$ cat config.mk
export PLATFORM = sky130hd
export DESIGN_NAME = bus_fault_merge
export DESIGN_NICKNAME = d
export VERILOG_FILES = /design/src/rtl/bfm_pkg.sv /design/src/rtl/bfm_merge.sv /design/src/rtl/bfm_addr_sel.sv /design/src/rtl/bfm_sat_cnt.sv /design/src/rtl/bus_fault_merge.sv
export SDC_FILE = /design/constraint.sdc
export NUM_CORES = 1
export LEC_CHECK = 0
export ABC_AREA = 1
export BUFFER_PORTS_ARGS = -buffer_cell sky130_fd_sc_hd__buf_2
export CAP_MARGIN = 0
export CORE_ASPECT_RATIO = 0.9
export CORE_MARGIN = 2
export CORE_UTILIZATION = 37
export CTS_BUF_LIST = sky130_fd_sc_hd__clkbuf_16
export DETAILED_ROUTE_END_ITERATION = 12
export SLEW_MARGIN = 25
export SYNTH_ARGS = -nofsm -noshare
export SYNTH_HDL_FRONTEND = slang
export SYNTH_SLANG_ARGS = --single-unit
$ cat constraint.sdc
create_clock -name clk_i -period 5 [get_ports clk_i]
set_input_delay 0.5 -clock clk_i [delete_from_list [all_inputs] [get_ports clk_i]]
set_output_delay 0.5 -clock clk_i [all_outputs]
set_load 0.01 [all_outputs]
$ cat src/rtl/bfm_pkg.sv
package bfm_pkg;
  typedef enum logic [1:0] {
    SRC_NONE = 2'd0,
    SRC_MST  = 2'd1,
    SRC_PAXI = 2'd2,
    SRC_PAHB = 2'd3
  } addr_src_e;
endpackage

$ cat src/rtl/bfm_merge.sv
module bfm_merge #(
  parameter int unsigned N = 4
) (
  input  logic [N-1:0] req_i,
  output logic         any_o
);
  always_comb begin
    any_o = 1'b0;
    for (int i = 0; i < N; i++) any_o = any_o | req_i[i];
  end
endmodule

$ cat src/rtl/bfm_addr_sel.sv
module bfm_addr_sel
  import bfm_pkg::*;
#(
  parameter int unsigned ADDR_W = 32,
  localparam int unsigned DW_W  = ADDR_W - 3
) (
  input  logic              mst_i,
  input  logic [ADDR_W-1:0] mst_addr_i,
  input  logic              paxi_i,
  input  logic [ADDR_W-1:0] paxi_addr_i,
  input  logic              pahb_i,
  input  logic [ADDR_W-1:0] pahb_addr_i,
  output addr_src_e         src_o,
  output logic [DW_W-1:0]   dw_addr_o
);
  logic [ADDR_W-1:0] sel_addr;
  logic              unused_lo;

  always_comb begin
    if (mst_i)       src_o = SRC_MST;
    else if (paxi_i) src_o = SRC_PAXI;
    else if (pahb_i) src_o = SRC_PAHB;
    else             src_o = SRC_NONE;
  end

  always_comb begin
    unique case (src_o)
      SRC_MST:  sel_addr = mst_addr_i;
      SRC_PAXI: sel_addr = paxi_addr_i;
      SRC_PAHB: sel_addr = pahb_addr_i;
      default:  sel_addr = '0;
    endcase
  end

  // doubleword granularity
  assign dw_addr_o = sel_addr[ADDR_W-1:3];
  assign unused_lo = ^sel_addr[2:0];
endmodule

$ cat src/rtl/bfm_sat_cnt.sv
module bfm_sat_cnt #(
  parameter int unsigned W = 32
) (
  input  logic         clk_i,
  input  logic         rst_ni,
  input  logic         clr_i,
  input  logic         inc_i,
  output logic [W-1:0] cnt_o
);
  localparam logic [W-1:0] MAX = {W{1'b1}};

  always_ff @(posedge clk_i or negedge rst_ni) begin
    if (!rst_ni)                     cnt_o <= '0;
    else if (clr_i)                  cnt_o <= '0;
    else if (inc_i && cnt_o != MAX)  cnt_o <= cnt_o + 1'b1;
  end
endmodule

$ cat src/rtl/bus_fault_merge.sv
module bus_fault_merge
  import bfm_pkg::*;
#(
  parameter int unsigned ADDR_W = 32,
  parameter int unsigned CNT_W  = 32,
  parameter int unsigned AXI_CH = 5,
  localparam int unsigned DW_W  = ADDR_W - 3,
  localparam int unsigned FAT_W = 3 * AXI_CH + 1
) (
  input  logic              clk_i,
  input  logic              rst_ni,
  input  logic              cnt_clr_i,
  input  logic              mst_corr_i,
  input  logic [ADDR_W-1:0] mst_addr_i,
  input  logic              slv_corr_i,
  input  logic              paxi_corr_i,
  input  logic [ADDR_W-1:0] paxi_addr_i,
  input  logic              pahb_corr_i,
  input  logic [ADDR_W-1:0] pahb_addr_i,
  input  logic [AXI_CH-1:0] mst_fatal_i,
  input  logic [AXI_CH-1:0] slv_fatal_i,
  input  logic [AXI_CH-1:0] paxi_fatal_i,
  input  logic              pahb_fatal_i,
  output logic              evt_corr_o,
  output logic              evt_fatal_o,
  output logic [FAT_W-1:0]  fatal_stat_o,
  output logic              caddr_vld_o,
  output logic [DW_W-1:0]   caddr_o,
  output logic [CNT_W-1:0]  corr_cnt_o,
  output logic [CNT_W-1:0]  fatal_cnt_o
);
  logic [3:0]       corr_vec;
  logic [FAT_W-1:0] fat_vec;
  logic             corr_any, fat_any;
  addr_src_e        src;
  logic [DW_W-1:0]  dw_addr;
  logic [1:0]       inc;
  logic [CNT_W-1:0] cnt [2];

  assign corr_vec = {pahb_corr_i, paxi_corr_i, slv_corr_i, mst_corr_i};
  assign fat_vec  = {pahb_fatal_i, paxi_fatal_i, slv_fatal_i, mst_fatal_i};

  bfm_merge #(.N(4)) u_corr_merge (.req_i(corr_vec), .any_o(corr_any));
  bfm_merge #(.N(FAT_W)) u_fat_merge (.req_i(fat_vec), .any_o(fat_any));

  bfm_addr_sel #(.ADDR_W(ADDR_W)) u_addr_sel (
    .mst_i      (mst_corr_i),
    .mst_addr_i (mst_addr_i),
    .paxi_i     (paxi_corr_i),
    .paxi_addr_i(paxi_addr_i),
    .pahb_i     (pahb_corr_i),
    .pahb_addr_i(pahb_addr_i),
    .src_o      (src),
    .dw_addr_o  (dw_addr)
  );

  assign inc = {fat_any, corr_any};

  for (genvar k = 0; k < 2; k++) begin : g_cnt
    bfm_sat_cnt #(.W(CNT_W)) u_cnt (
      .clk_i (clk_i),
      .rst_ni(rst_ni),
      .clr_i (cnt_clr_i),
      .inc_i (inc[k]),
      .cnt_o (cnt[k])
    );
  end

  assign corr_cnt_o  = cnt[0];
  assign fatal_cnt_o = cnt[1];

  always_ff @(posedge clk_i or negedge rst_ni) begin
    if (!rst_ni) begin
      evt_corr_o   <= 1'b0;
      evt_fatal_o  <= 1'b0;
      fatal_stat_o <= '0;
      caddr_vld_o  <= 1'b0;
    end else begin
      evt_corr_o   <= corr_any;
      evt_fatal_o  <= fat_any;
      fatal_stat_o <= fat_vec;
      caddr_vld_o  <= (src != SRC_NONE);
    end
  end

  always_ff @(posedge clk_i or negedge rst_ni) begin
    if (!rst_ni)               caddr_o <= '0;
    else if (src != SRC_NONE)  caddr_o <= dw_addr;
  end
endmodule

Word level (Yosys, flattened, before mapping):

Index checks and enable logic that the tools add are counted.

* $add $sub $neg: 2
* equal/unequal tests: 5
* mux-type cells: 8
* bitwise operators: 18
* reduce and logical (&&, ||, !) cells: 5

Operators with widths (count)
* $mux W32: 4
* $pmux W32 S3: 1
* $add A32 B1 Y32 const B: 2
* $ne A32 B32 Y1 const B: 2
* $or A1 B1 Y1: 18
* $mux W2: 3
* $reduce_bool A2 Y1: 3
* $eq A2 B2 Y1 const B: 2
* $eq A2 B1 Y1 const B: 1
* $logic_and A1 B1 Y1: 2

* bits in registers: 112
* input port bits: 119
* output and inout bits: 112
* word-level logic and storage cells: 45

Logic depth before layout (Yosys ltp):

Gate-level depths: netlist (run 1).

* depth in word-level cells: 18
* mapped depth: 13

Cells and area by module:

A second synthesis (run 1) with hierarchy kept.

* cells, all modules: 989
* area, all modules: 6840.3 µm²

Modules (own cells, without submodules)
* bfm_sat_cnt: instances 2, cells each 345, area an instance 2243.4 µm²
* bus_fault_merge: instances 1, cells each 146, area an instance 1684.1 µm²
* bfm_addr_sel: instances 1, cells each 135, area an instance 601.8 µm²
* bfm_merge (u_fat_merge): instances 1, cells each 15, area an instance 56.3 µm²
* bfm_merge (u_corr_merge): instances 1, cells each 3, area an instance 11.3 µm²

Worst setup path before layout (run 1):

No wires, ideal clock.

* path kind: reg-to-reg
* start point: register g_cnt[0].u_cnt.cnt_o[0]
* end point: register g_cnt[0].u_cnt.cnt_o[3]
* arrival time: 1.762 ns
* slack: 3.173 ns
* cell stages (with the launch flop): 14
* buffers on the path: 2
* cell sequence: dfrtp_1 > ha_1 > inv_1 > nor2_4 > nand2_4 > nor2_8 > nand2_4 > nand2_2 > nand2_4 > clkinv_2 > buf_8 > buf_12 > nand2_1 > nand2_1

* cells in the longest elaborated chain, start to end: 3

Ends and longest elaborated chain
* from (decl): line bfm_sat_cnt.sv:8 `output logic [W-1:0] cnt_o`
* from (signal assigned): line bfm_sat_cnt.sv:15 `else if (inc_i && cnt_o != MAX) cnt_o <= cnt_o + 1'b1;`
* $add A32 B1 Y32 or $ne A32 B32 Y1 (tied branches): line bfm_sat_cnt.sv:15
* $mux W32 or $logic_and A1 B1 Y1 (tied branches): line bfm_sat_cnt.sv:15
* $mux W32 or $reduce_bool A2 Y1 (tied branches)

Parallel ways exist; a longest one is shown, timed or not. The select of a mux whose other input is x is not followed.
A chain may end at the register's enable or synchronous reset.

Final worst setup path (run 1):

* start point: register g_cnt[0].u_cnt.cnt_o[0]
* end point: register g_cnt[0].u_cnt.cnt_o[0]

The elaborated chain is that of the path after synthesis.

==> results of run 1 <==
[cell usage in the layout (no fill, tap or decap)]
cell type	Yosys	routed
nand2_4	3	3
buf_6	0	1
nor2_1	127	127
nand3_1	81	81
xor2_1	20	20
and2_1	3	3
nand3b_1	2	2
dfrtp_1	112	112
nand2_2	11	11
ha_1	2	2
o21ai_1	4	4
a21boi_0	1	1
diode_2	0	1
xnor2_1	2	2
nor3_1	1	1
inv_1	82	82
nand2_1	364	364
o21bai_1	1	1
clkinvlp_4	0	1
buf_2	2	220
nor2_4	3	3
a21oi_1	3	3
clkbuf_16	0	9
or2_2	6	6
nand4_1	32	32
clkinv_4	0	3
clkinv_2	2	3
nor2_2	2	2
o2111ai_1	29	29
inv_2	1	1
o21ai_0	2	2
inv_6	0	2
buf_4	2	5
nor2_8	1	1
[critical path: cells and delay by family (launching register included)]
kind / cells / cell delay [ns]
adder cells (fa/ha/maj): 1 / 0.29
AND/OR/NAND/NOR: 4 / 0.32
flip-flops: 1 / 0.46
buffers and inverters: 2 / 0.45
AO/OA/AOI/OAI: 2 / 0.86
[registers in the layout (all words and copies together), names as in the netlist]
signal             flops
g_cnt.u_cnt.cnt_o     64
caddr_o               29
fatal_stat_o          16
caddr_vld_o            1
evt_corr_o             1
evt_fatal_o            1
[worst paths after layout]
path / cells after the start / end / start
max in group asynchronous: 2 / g_cnt[0].u_cnt.cnt_o[5]$_DFFE_PN0P_ / rst_ni
setup / recovery: 9 / g_cnt[0].u_cnt.cnt_o[0]$_DFFE_PN0P_ / g_cnt[0].u_cnt.cnt_o[0]$_DFFE_PN0P_
setup reg to reg: 9 / g_cnt[0].u_cnt.cnt_o[0]$_DFFE_PN0P_ / g_cnt[0].u_cnt.cnt_o[0]$_DFFE_PN0P_
hold reg to reg: 2 / caddr_o[24]$_DFFE_PN0P_ / caddr_o[24]$_DFFE_PN0P_
hold / removal: 1 / fatal_stat_o[0]$_DFF_PN0_ / rst_ni
min in group clk_i: 1 / fatal_stat_o[10]$_DFF_PN0_ / paxi_fatal_i[0]
[stage by stage]
step	hold slack [ns]	instances	utilization	setup WS, ns
final	0.161	1375	0.473	2.55
after global routing	0.198	1375	0.473	2.34
after CTS	0.242	1374	0.473	2.58
after detailed placement	0.474	1358	0.457	2.38
after global placement	0.474	1358	0.457	2.40
after floorplan	0.204	927	-	3.17
[power by group through the flow]
| stage | Combinational, mW | Clock (mW) | Sequential [mW] |
|---|---|---|---|
| after detailed placement | 0.205 | 0 | 0.977 |
| after global placement | 0.204 | 0 | 0.976 |
| after floorplan | 0.0669 | 0 | 0.993 |
| final | 0.202 | 0.696 | 0.959 |
| after CTS | 0.206 | 0.724 | 0.959 |
| after global routing | 0.225 | 0.761 | 0.963 |
[final cells by class]
cell class,count,share of cell area
inverters,85,0.0398
well taps,235,0.0364
multi-input cells,700,0.399
clock buffers,9,0.0279
diodes,1,0.000310
repair buffers,226,0.142
clock inverters,7,0.00697
flip-flops and latches,112,0.347
[cells by family after synthesis]
family	Yosys count
XOR/XNOR	22
AND/OR/NAND/NOR	636
buffers and inverters	115
flip-flops	112
adder cells (fa/ha/maj)	2
AO/OA/AOI/OAI	40
[routing by layer]
metal  vias to the layer above  share of wire  routed length (µm)  track usage
li1                       3367              -                   -            -
met1                      3001           0.47                9440        0.296
met2                       181           0.46                9220        0.357
met3                        27          0.047                 937       0.0393
met4                         0          0.018                 365       0.0565
met5                         -              0                   0            0
==> flow_summary_export.csv, run 1 <==
group,metric,value,unit
status,status,"finished, final reports clean",
timing,slew_headroom,0.363,
setup_path,path_cells,"ha_1 > inv_1 > nor2_4 > nand2_4 > nor2_8 > a21oi_1 > buf_4 > nand3_1 > o21ai_0",
logic_synthesis,synth_area_leaders,"dfrtp_1 43%, nand2_1 21%, nor2_1 7.3%",
timing,period_share,0.489,
power,p_sw,0.493,mW
logic_synthesis,synth_edf_count,0,
setup_path,path_class,"reg -> reg",
logic_synthesis,synth_ff_type,"dfrtp_1",
logic_synthesis,synthSimpleGateAreaFrac,0.414,
power,leakage,4.22,nW
timing,finalCriticalPeriod,2.45,ns
logic_synthesis,netlist_area,6500,µm²
drt,drc,0,
floorplanning,fp-row-count,45,
cts,root_buffer,"clkbuf_16",
timing,hold_viol_final,0,
logic_synthesis,synthAdderAreaFrac,0.00385,
power,share_comb_of_total_power,0.109,
setup_path,slowest_stage,"a21oi_1",
logic_synthesis,syn_avg_cell_area,7.01,µm²
drt,wl_per_cell,14.5,µm
logic_synthesis,synthCells,927,
flow_run,drv_cap,0,
cts,clock_latency,0.35,ns
setup_path,path_max_fanout,12,
power,p_int,1.36,mW
drt,detail_route.wirelength,20000,µm
cts,cts-htree-levels,3,
setup_path,startpoint_type,"flop",
logic_synthesis,ys_warn_count,0,
logic_synthesis,synth_compound_area_frac,0.0483,
cts,holdBufCountCts,0,
setup_path,r2r_slack,2.55,ns
layout,final_area,8080,µm²
global_route,grt_first_pass_wirelength,31800,µm
logic_synthesis,yosys.area_share.xor_xnor,0.0296,
layout,area_growth,24.3,%
logic_synthesis,synthMuxAreaShare,0,
logic_synthesis,synthMostInstantiatedCell,"nand2_1",
drt,viasPerCell,4.78,
placement,io_buffers,221,
logic_synthesis,synth.net_count,1048,
floorplanning,initial_core_util,0.381,
logic_synthesis,synth.top_cell.area_share,0.431,
cts,cts_tree,"yes",
floorplanning,num_io_pins,231,
layout,drive_gt1_frac,0.238,
hold_path,holdCritPathClass,"in -> async",
global_route,grt_max_degree,75,
setup_path,endpoint_kind,"flop",
logic_synthesis,async_flop_share,1.00,
logic_synthesis,yosys-top-cells-count,"364 x nand2_1, 127 x nor2_1, 112 x dfrtp_1",
cts,cts-buffers-inserted,9,
floorplanning,die_area,18600,µm²
cts,post_cts_buffers,0,
global_route,antenna_found_initial,1,
power,pwr-share-clk,0.375,
drt,via_count,6576,
drt,ant_nets,0,
layout,multiInputGateArea,3230,µm²
cts,clkTransAtPathRegs,0.08,ns
power,pwr-share-seq,0.517,
floorplanning,die_x,144,µm
layout,seqCellArea,2800,µm²
setup_path,arrival,2.72,ns
drt,drt_iter0_markers,339,
logic_synthesis,synth_top_family_by_area,"simple AND/OR/NAND/NOR gates",
power,power_density,230,nW/µm²
cts,cts_buffer_depth,2,
placement,placed_area,7790,µm²
logic_synthesis,ys_types,32,
setup_path,critical_path_required,5.27,ns
global_route,overflow,0,
floorplanning,coreArea,17100,µm²
power,switching_share,0.265,
cts,cts_resized,0,
layout,layout.nets,1255,
floorplanning,dieHeight,130,µm
layout,fill_cells,1774,
logic_synthesis,yosys.area.top_type,"dfrtp_1",
power,power,1.86,mW
timing,rsz0062_at_grt,"no",
placement,place.gp.congestion,0.908,
logic_synthesis,ys_ff_latch,112,
timing,max_freq,0.409,GHz
timing,worstMarginPinSlew,0.955,ns
timing,final_max_slew_viol_count,0,
timing,setup_tns,0,ns
placement,hpwlAfterDp,15100,µm
drt,drtPass1Iterations,5,
global_route,gr-usage-all-layers,0.217,
timing,setup_viol,0,
logic_synthesis,ys_seq_area_frac,0.431,
timing,clock_skew,0.0100,ns
cts,clock-sinks,112,
setup_path,max_stage_delay,0.76,ns
power,vdd_ir_drop_max,0.154,mV
global_route,first_global_vias,6109,
(Power assumes the default switching activity.)
==> run 2, diff against run 1 <==
Settings changed: ABC_AREA 1 to 0.
Clock period 5 ns to 2.33 ns, I/O delays scaled along.
==> run 2 against run 1 <==
Effect of this change: worst setup slack got worse by 2.4 ns; largest power group unchanged; flip-flop and latch count unchanged; sequential share of layout area up 2.3 points; clock-buffer cell count did not move.
==> flow_summary_export.csv, run 2 <==
group,metric,value,unit
logic_synthesis,ys_ff_latch,112,
drt,wl_per_cell,15.9,µm
logic_synthesis,synthCells,622,
drt,drt_iter0_markers,427,
logic_synthesis,synth.net_count,743,
logic_synthesis,ys_warn_count,0,
floorplanning,coreArea,15200,µm²
layout,drive_gt1_frac,0.319,
placement,io_buffers,221,
timing,max_freq,0.465,GHz
cts,root_buffer,"clkbuf_16",
flow_run,drv_cap,0,
setup_path,arrival,2.43,ns
layout,largest_reg_flops,64,
global_route,first_global_vias,5662,
cts,cts_resized,0,
global_route,grt_max_degree,62,
hold_path,holdCritPathClass,"in -> reg",
setup_path,r2r_start,"g_cnt[0].u_cnt.cnt_o[3]$_DFFE_PN0P_",
layout,layout.nets,977,
timing,period_share,0.923,
setup_path,reg2reg_to,"g_cnt[0].u_cnt.cnt_o[17]$_DFFE_PN0P_",
timing,setup_viol,0,
logic_synthesis,netlist_area,5700,µm²
setup_path,path_cells,"and3_1 > and2_1 > nand4_1 > or4_1 > a21oi_1",
floorplanning,fp-row-count,43,
logic_synthesis,yosys.area.top_type,"dfrtp_1",
setup_path,startpoint_type,"flop",
logic_synthesis,async_flop_share,1.00,
cts,clkTransAtPathRegs,0.07,ns
setup_path,max_stage_delay,0.57,ns
power,vdd_ir_drop_max,0.334,mV
logic_synthesis,ys_types,46,
cts,clock-sinks,112,
power,power_density,567,nW/µm²
setup_path,critical_path_required,2.61,ns
setup_path,r2r_slack,0.18,ns
cts,cts-htree-levels,3,
logic_synthesis,yosys-top-cells-count,"137 x a21oi_1, 112 x dfrtp_1, 40 x inv_1",
setup_path,path_class,"reg -> reg",
layout,antennaDiodeCount,0,
logic_synthesis,synth.top_cell.area_share,0.492,
status,status,"finished, final reports clean",
layout,final_area,7580,µm²
logic_synthesis,synth_area_leaders,"dfrtp_1 49%, a21oi_1 12%, o22ai_1 3.2%",
floorplanning,initial_core_util,0.374,
global_route,overflow,0,
placement,placed_area,7080,µm²
setup_path,path_max_fanout,8,
hold_path,min_from,"mst_addr_i[25]",
timing,rsz0062_at_grt,"no",
cts,cts_buffer_depth,2,
logic_synthesis,ys_seq_area_frac,0.492,
layout,regMostFlops,"g_cnt.u_cnt.cnt_o",
setup_path,crit_family,"simple AND/OR/NAND/NOR gates",
hold_path,hold_end,"caddr_o[22]$_DFFE_PN0P_",
setup_path,critPathBufInv,0,
drt,drtPass1Iterations,5,
setup_path,slowest_stage,"or4_1",
timing,finalCriticalPeriod,2.15,ns
drt,drc,0,
floorplanning,num_io_pins,231,
drt,viasPerCell,5.49,
power,leakage,3.50,nW
timing,hold_viol_final,0,
global_route,gr-usage-all-layers,0.204,
logic_synthesis,synthMostInstantiatedCell,"a21oi_1",
timing,worstMarginPinSlew,0.773,ns
timing,slew_headroom,0.485,
timing,setup_tns,0,ns
setup_path,endpoint_kind,"flop",
cts,cts-buffers-inserted,9,
cts,holdBufCountCts,17,
setup_path,ff2ff_path_depth,5,
logic_synthesis,synth_edf_count,0,
timing,final_max_slew_viol_count,0,
placement,place.gp.congestion,0.812,
floorplanning,die_x,135,µm
logic_synthesis,syn_avg_cell_area,9.16,µm²
floorplanning,dieHeight,122,µm
layout,final_common_cell,"buf_2",
logic_synthesis,synth_ff_type,"dfrtp_1",
placement,hpwlAfterDp,12400,µm
global_route,antenna_found_initial,0,
hold_path,worst_hold_path.num_cells,3,
floorplanning,die_area,16400,µm²
drt,detail_route.wirelength,16900,µm
cts,clock_latency,0.35,ns
cts,post_cts_buffers,0,
layout,largestRegisters,"g_cnt.u_cnt.cnt_o x64, caddr_o x29, fatal_stat_o x16",
timing,clock_skew,0.00818,ns
drt,ant_nets,0,
layout,area_growth,33.1,%
cts,cts_tree,"yes",
global_route,grt_first_pass_wirelength,27100,µm
layout,final_cell_mix,"220 x buf_2, 137 x a21oi_1, 112 x dfrtp_1, 40 x inv_1, 29 x o22ai_1",
timing,holdWs,0.176,ns
drt,via_count,5828,
[run 2: cell families (layout without fill, tap and decap cells)]
| family | Yosys count | in the layout | synth area share |
|---|---|---|---|
| buf+inv | 79 | 317 | 0.0584 |
| mux | 11 | 11 | 0.0222 |
| simple gates | 191 | 191 | 0.199 |
| xor+xnor | 3 | 3 | 0.00461 |
| fa+ha+maj | 2 | 2 | 0.00439 |
| compound gates | 224 | 224 | 0.219 |
| flops | 112 | 112 | 0.492 |
[run 2: final cells by class]
class                      count  area (µm²)
clock buffer                   9         225
clock inverter                 6         106
fill                        1403        7640
inverter                      40         150
multi-input combinational    431        2560
sequential                   112        2800
tap                          202         253
timing repair buffer         262        1480
[run 2: through the flow]
stage	power (mW)	worst slack [ns]	utilization	cells
detailed placement	2.58	0.185	0.465	1030
floorplan	2.31	0.180	-	622
CTS	4.37	0.167	0.498	1062
finish	4.30	0.180	0.498	1062
global placement	2.57	0.276	0.465	1030
global route	4.51	0.00203	0.498	1062
[run 2: tightest hold or removal path: stages]
cell and delay, ns:
buf_2 0.07, o22ai_1 0.06, a21oi_1 0.10
[run 2: per-layer routing]
metal / up-vias / part of all wire / GRT usage
li1: 2775 / - / -
met1: 2828 / 0.42 / 0.243
met2: 211 / 0.50 / 0.366
met3: 14 / 0.069 / 0.0553
met4: 0 / 0.010 / 0.0526
met5: - / 0 / 0
[run 2: how the worst max path moves through the flow]
stage,start,endpoint,depth (start not counted)
after floorplan,g_cnt[1].u_cnt.cnt_o[18]$_DFFE_PN0P_,g_cnt[1].u_cnt.cnt_o[2]$_DFFE_PN0P_,7
after global placement,g_cnt[1].u_cnt.cnt_o[26]$_DFFE_PN0P_,g_cnt[1].u_cnt.cnt_o[1]$_DFFE_PN0P_,6
after detailed placement,g_cnt[1].u_cnt.cnt_o[26]$_DFFE_PN0P_,g_cnt[1].u_cnt.cnt_o[1]$_DFFE_PN0P_,6
after CTS,g_cnt[1].u_cnt.cnt_o[26]$_DFFE_PN0P_,g_cnt[1].u_cnt.cnt_o[1]$_DFFE_PN0P_,6
after global routing,g_cnt[0].u_cnt.cnt_o[3]$_DFFE_PN0P_,g_cnt[0].u_cnt.cnt_o[17]$_DFFE_PN0P_,5
final,g_cnt[0].u_cnt.cnt_o[3]$_DFFE_PN0P_,g_cnt[0].u_cnt.cnt_o[17]$_DFFE_PN0P_,5
[run 2: where the power goes]
group | total [mW] | switching, mW | internal, mW
Clock | 1.74 | 0.699 | 1.04
Combinational | 0.501 | 0.278 | 0.223
Sequential | 2.06 | 0.0435 | 2.02
Total | 4.30 | 1.02 | 3.28
